File: src/rtl/dram_ctrl.sv
module dram_ctrl #(
  parameter int ROW_W   = 3,
  parameter int COL_W   = 3,
  parameter int DATA_W  = 8,
  parameter int T_ROW   = 1,
  parameter int T_RCD   = 2,
  parameter int T_CAS   = 2,
  parameter int T_PRE   = 1,
  parameter int REF_INT = 40
) (
  input  logic                                        clk,
  input  logic                                        rst_n,
  input  logic                                        req_valid,
  output logic                                        req_ready,
  input  logic                                        req_write,
  input  logic [ROW_W+COL_W-1:0]                      req_addr,
  input  logic [DATA_W-1:0]                           req_wdata,
  output logic                                        rd_valid,
  output logic [DATA_W-1:0]                           rd_data,
  output logic                                        busy,
  output logic                                        refreshing,
  output logic [(ROW_W > COL_W ? ROW_W : COL_W)-1:0]  dram_addr,
  output logic                                        ras_n,
  output logic                                        cas_n,
  output logic                                        we_n,
  output logic                                        oe_n,
  output logic [DATA_W-1:0]                           dq_out,
  output logic                                        dq_drive,
  input  logic [DATA_W-1:0]                           dq_in
);
  localparam int AW = (ROW_W > COL_W) ? ROW_W : COL_W;
  localparam int TW = (REF_INT > 1) ? $clog2(REF_INT) : 1;

  typedef enum logic [2:0] {S_IDLE, S_ROW, S_RCD, S_COL, S_PRE, S_FROW, S_FACT} st_t;

  st_t               st;
  logic [7:0]        cnt;
  logic [ROW_W-1:0]  row_q, ref_row;
  logic [COL_W-1:0]  col_q;
  logic              wr_q, ref_pend;
  logic [DATA_W-1:0] wd_q;
  logic [TW-1:0]     ref_tmr;
  logic              wr_win;

  always_ff @(posedge clk) begin
    if (!rst_n) begin
      st       <= S_IDLE;
      cnt      <= '0;
      row_q    <= '0;
      col_q    <= '0;
      wr_q     <= 1'b0;
      wd_q     <= '0;
      ref_row  <= '0;
      ref_tmr  <= '0;
      ref_pend <= 1'b0;
      rd_valid <= 1'b0;
      rd_data  <= '0;
    end else begin
      rd_valid <= 1'b0;
      case (st)
        S_IDLE:
          if (ref_pend) begin
            st       <= S_FROW;
            cnt      <= 8'(T_ROW - 1);
            wr_q     <= 1'b0;
            ref_pend <= 1'b0;
          end else if (req_valid) begin
            st    <= S_ROW;
            cnt   <= 8'(T_ROW - 1);
            row_q <= req_addr[ROW_W+COL_W-1:COL_W];
            col_q <= req_addr[COL_W-1:0];
            wr_q  <= req_write;
            wd_q  <= req_wdata;
          end
        S_ROW:
          if (cnt == 0) begin st <= S_RCD; cnt <= 8'(T_RCD - 1); end
          else cnt <= cnt - 1'b1;
        S_RCD:
          if (cnt == 0) begin st <= S_COL; cnt <= 8'(T_CAS - 1); end
          else cnt <= cnt - 1'b1;
        S_COL:
          if (cnt == 0) begin
            st <= S_PRE;
            cnt <= 8'(T_PRE - 1);
            if (!wr_q) begin
              rd_valid <= 1'b1;
              rd_data  <= dq_in;
            end
          end else cnt <= cnt - 1'b1;
        S_PRE:
          if (cnt == 0) st <= S_IDLE;
          else cnt <= cnt - 1'b1;
        S_FROW:
          if (cnt == 0) begin st <= S_FACT; cnt <= 8'(T_RCD + T_CAS - 1); end
          else cnt <= cnt - 1'b1;
        S_FACT:
          if (cnt == 0) begin
            st      <= S_PRE;
            cnt     <= 8'(T_PRE - 1);
            ref_row <= ref_row + 1'b1;
          end else cnt <= cnt - 1'b1;
        default: st <= S_IDLE;
      endcase
      if (ref_tmr == TW'(REF_INT - 1)) begin
        ref_tmr  <= '0;
        ref_pend <= 1'b1;
      end else begin
        ref_tmr <= ref_tmr + 1'b1;
      end
    end
  end

  assign req_ready  = (st == S_IDLE) && !ref_pend;
  assign busy       = (st != S_IDLE);
  assign refreshing = (st == S_FROW) || (st == S_FACT);
  assign ras_n      = !((st == S_RCD) || (st == S_COL) || (st == S_FACT));
  assign cas_n      = (st != S_COL);
  assign wr_win     = wr_q && ((st == S_RCD) || (st == S_COL) || (st == S_PRE));
  assign we_n       = !wr_win;
  assign dq_drive   = wr_win;
  assign dq_out     = wd_q;
  assign oe_n       = !((st == S_COL) && !wr_q && (cnt < 8'(T_CAS - 1)));
  assign dram_addr  = refreshing    ? AW'(ref_row) :
                      (st == S_COL) ? AW'(col_q)   : AW'(row_q);
endmodule

File: config.mk
export PLATFORM = sky130hd
export DESIGN_NAME = dram_ctrl
export DESIGN_NICKNAME = d
export VERILOG_FILES = /design/src/rtl/dram_ctrl.sv
export SDC_FILE = /design/constraint.sdc
export NUM_CORES = 1
export LEC_CHECK = 0
export ABC_AREA = 1
export CAP_MARGIN = 20
export CORE_ASPECT_RATIO = 0.8
export CORE_UTILIZATION = 50
export DETAILED_ROUTE_END_ITERATION = 7
export HOLD_SLACK_MARGIN = 0.15
export PLACE_DENSITY = 0.84
export SYNTH_ARGS = -nofsm -noshare
export SYNTH_HDL_FRONTEND = slang
export SYNTH_SLANG_ARGS = --single-unit
File: constraint.sdc
create_clock -name clk -period 4.2 [get_ports clk]
set_input_delay 0.63 -clock clk [delete_from_list [all_inputs] [get_ports clk]]
set_output_delay 0.63 -clock clk [all_outputs]
set_load 0.01 [all_outputs]
==> summary.txt <==
Timing
  – Max-slew headroom: 0.4502
  – WHS: 454.0 ps
  – Maximum frequency from static timing analysis: 356.6 MHz
  – Final worst clock skew: around 5.5 ps
  – Minimum clock period after layout: between 2000 and 3000 ps
  – Unrepaired setup endpoints after global routing: no
  – Final Slew Violations: 0
  – Tcrit/Tclk final: 0.6677
  – Worst setup margin: about 1400 ps
  – Endpoints failing setup: 0
  – Aggregate negative setup slack: 0 ps
  – Tightest Pin Transition: 822.1 ps
  – Total count of hold-check failures in the final report: 0

Drt
  – First DRT Iteration DRCs: roughly 210
  – First-pass iteration count of the detailed router: 4
  – Vias post-DR: 2045
  – WL final: 4.549 mm
  – Routed wire per std cell: 10.99 µm
  – Residual DRC count: 0
  – Vias per inst: 4.940
  – Remaining antenna violation count: 0

Placed design
  – Setup slack at placement: around 1700 ps
  – Detail Placement HPWL: 3.420 mm
  – Final weighted congestion of routability-driven global placement: 0.8865
  – # port buffers: between 50 and 60

Floorplanning
  – Effective utilization at floorplan: 0.5256
  – Core region area: 4204 µm²
  – Die height: 61.46 µm
  – Number of placed I/O pins: between 50 and 60
  – X dimension of the die: 76.33 µm
  – Rows: 21
  – Total Die Area: between 4000 and 5000 µm²

Clock network
  – Number of buffers inserted by post-CTS setup repair: 0
  – CTS HTree Levels: 2
  – # resized after CTS: 0
  – Clock slew seen by the registers of the worst setup and hold paths: 80 ps
  – Clk sink count: 45
  – CTS tree: done
  – Clock buffers created by TritonCTS: 5
  – Hold buffer count at CTS: 0
  – Buffer cell driving the clock tree root: sky130_fd_sc_hd__clkbuf_8
  – Maximum buffer depth of the clock tree: 2
  – Insertion delay to the later sink of the worst-skew pair: 290 ps

Synthesis
  – Share of the synthesized area in the top cell type: 0.4077
  – Portion of the post-synthesis area used by sequential elements: 0.4077
  – Netlist area before placement: 2210 µm²
  – Warning count from the yosys run: 0
  – Number of register bits inferred by synthesis: 45
  – Number of unique standard cell types used by synthesis: 31
  – Syn Area/Cell: 7.221 µm²
  – Area leader, netlist: sky130_fd_sc_hd__dfxtp_1
  – Post-synthesis net count: 336
  – Gate Count Post-Synth: between 300 and 400
  – Top post-synthesis cells by area: sky130_fd_sc_hd__dfxtp_1 41%, sky130_fd_sc_hd__nor2_1 14%, sky130_fd_sc_hd__nand2_1 6.8%

GRT
  – Met3 layer usage reported by global route: 0.06815
  – Met1 Resource Use GR: 0.2622
  – Largest net degree at the start of global routing: 28
  – Total overflow reported by the global router: 0
  – Met2 demand-to-capacity share in global routing: 0.3462
  – Initial antenna violation count: 0
  – Global-route wire length before repair: 7.617 mm
  – Peak-usage layer in the global routing report: met2
  – Via count of the first global-routing pass: 1767
  – Total track usage: 0.2082

Hold path
  – Endpoint with the worst hold slack: ref_tmr[0]
  – Number of cells traversed by the worst hold path: 1
  – Class of the tightest hold or removal check: flip-flop to flip-flop
  – Start point of the worst hold path: ref_tmr[0]

Setup path
  – Endpoint type of the worst setup path: output pin
  – Worst R2R Setup Slack: between 2000 and 3000 ps
  – Path depth of the worst reg2reg path: 9
  – Maximum fanout along the worst path: 8
  – Required time worst endpoint: 3570 ps
  – Type of origin of the critical path: flip-flop
  – Reg-to-reg startpoint: st[1]
  – Class of the most critical setup path: flip-flop to output pin
  – Launch point of the critical path: st[1]
  – RR Endpoint: cnt[7]
  – Worst EP arrival: ~2200 ps

Power
  – LEAKAGE: 1.220 nW
  – Pwr Total: 1.978 mW
  – VDD IR max: 0.3941 mV
  – Power per cell area: between 600 and 700 nW/µm²

Finish
  – Area used by multi-input combinational logic: about 1100 µm²
  – Layout overhead on the synthesized area: 28.37%
  – Layout cells sized above 1: 0.1064
  – NumNets Final: about 390
  – Filler Cells Inserted: approximately 360
  – Area occupied by registers: 900.9 µm²
  – Number of antenna repair diodes: 0

Status
  – Outcome: complete, no violations

Flow run
  – Count of max-cap constraint violations: 0
layout make-up:
type,instances,area share
clock buffers,5,0.02426
clock inverters,2,0.01235
inverters,31,0.04411
multi-input cells,221,0.3895
flip-flops and latches,45,0.3176
well taps,57,0.02514
repair buffers,53,0.1870
critical path: stages (launching register included):
cell and delay (ps):
sky130_fd_sc_hd__dfxtp_1 550, sky130_fd_sc_hd__inv_2 110, sky130_fd_sc_hd__nand3_1 150, sky130_fd_sc_hd__nand2_1 100, sky130_fd_sc_hd__inv_1 140, sky130_fd_sc_hd__o21ai_0 100
sky130_fd_sc_hd__o22ai_1 150, sky130_fd_sc_hd__clkdlybuf4s50_1 570
per-layer routing:
metal,wire length [µm],share of wire,vias to the layer above
li1,-,-,1079
met1,2229,0.49,906
met2,1976,0.43,52
met3,286,0.063,8
met4,57,0.013,0
met5,0,0,-
state kept, by name (all words and copies together) (netlist names):
| name | cells |
|---|---|
| ref_tmr | 6 |
| ref_pend | 1 |
| ref_row | 3 |
| dq_out | 8 |
| rd_data | 8 |
| rd_valid | 1 |
| wr_q | 1 |
| col_q | 3 |
| st | 3 |
| cnt | 8 |
| row_q | 3 |
worst max path at each step:
stage / to / slack [ps]
floorplan: dram_addr[1] / 2430
global placement: dram_addr[1] / 1810
detailed placement: dram_addr[1] / 1740
CTS: dram_addr[1] / 1410
global route: dram_addr[2] / 1250
finish: dram_addr[2] / 1400
where the power goes:
group	switching (mW)	internal [mW]
combinational	0.638	0.420
clock	0.141	0.173
sequential	0.0859	0.520
cell usage in the layout, fill, tap and decap left out, types with 4 or more instances in the layout:
cell                              synthesis  layout
sky130_fd_sc_hd__ha_1                     4       4
sky130_fd_sc_hd__o21ai_0                 29      29
sky130_fd_sc_hd__inv_1                   18      18
sky130_fd_sc_hd__inv_2                   10      10
sky130_fd_sc_hd__clkdlybuf4s50_1          0      53
sky130_fd_sc_hd__dfxtp_1                 45      45
sky130_fd_sc_hd__a21oi_1                  9       9
sky130_fd_sc_hd__nand3_1                 23      23
sky130_fd_sc_hd__nor2_1                  81      81
sky130_fd_sc_hd__o21ai_1                  5       5
sky130_fd_sc_hd__nand2_1                 40      40
sky130_fd_sc_hd__clkbuf_8                 0       5
sky130_fd_sc_hd__nand2_2                  4       4
Yosys cell counts (all sizes together):
library cell,number
nand3,25
buf,6
ha,4
nor2,88
or2,1
o211ai,1
a21oi,9
o22ai,2
nor3,2
nor3b,4
a31oi,1
inv,30
o21ai,35
clkinv,1
nand2,47
xnor2,1
xor2,1
clkbuf,3
dfxtp,45
metrics by stage:
step | area, µm² | util | cells
finish | 2836 | 0.6747 | 414
global route | 2836 | 0.6747 | 414
CTS | 2836 | 0.6747 | 414
detailed placement | 2733 | 0.6500 | 407
global placement | 2733 | 0.6500 | 407
floorplan | 2210 | - | 306
kinds of logic (layout without fill, tap and decap cells):
| family | Yosys count | after routing | share of synthesized area |
|---|---|---|---|
| AND/OR/NAND/NOR | 167 | 167 | 0.3562 |
| AO/OA/AOI/OAI | 48 | 48 | 0.1133 |
| flip-flops | 45 | 45 | 0.4077 |
| buffers and inverters | 40 | 91 | 0.09230 |
| adder cells (fa/ha/maj) | 4 | 4 | 0.02265 |
| XOR/XNOR | 2 | 2 | 0.007929 |
Power figures use the tool's default switching activity.
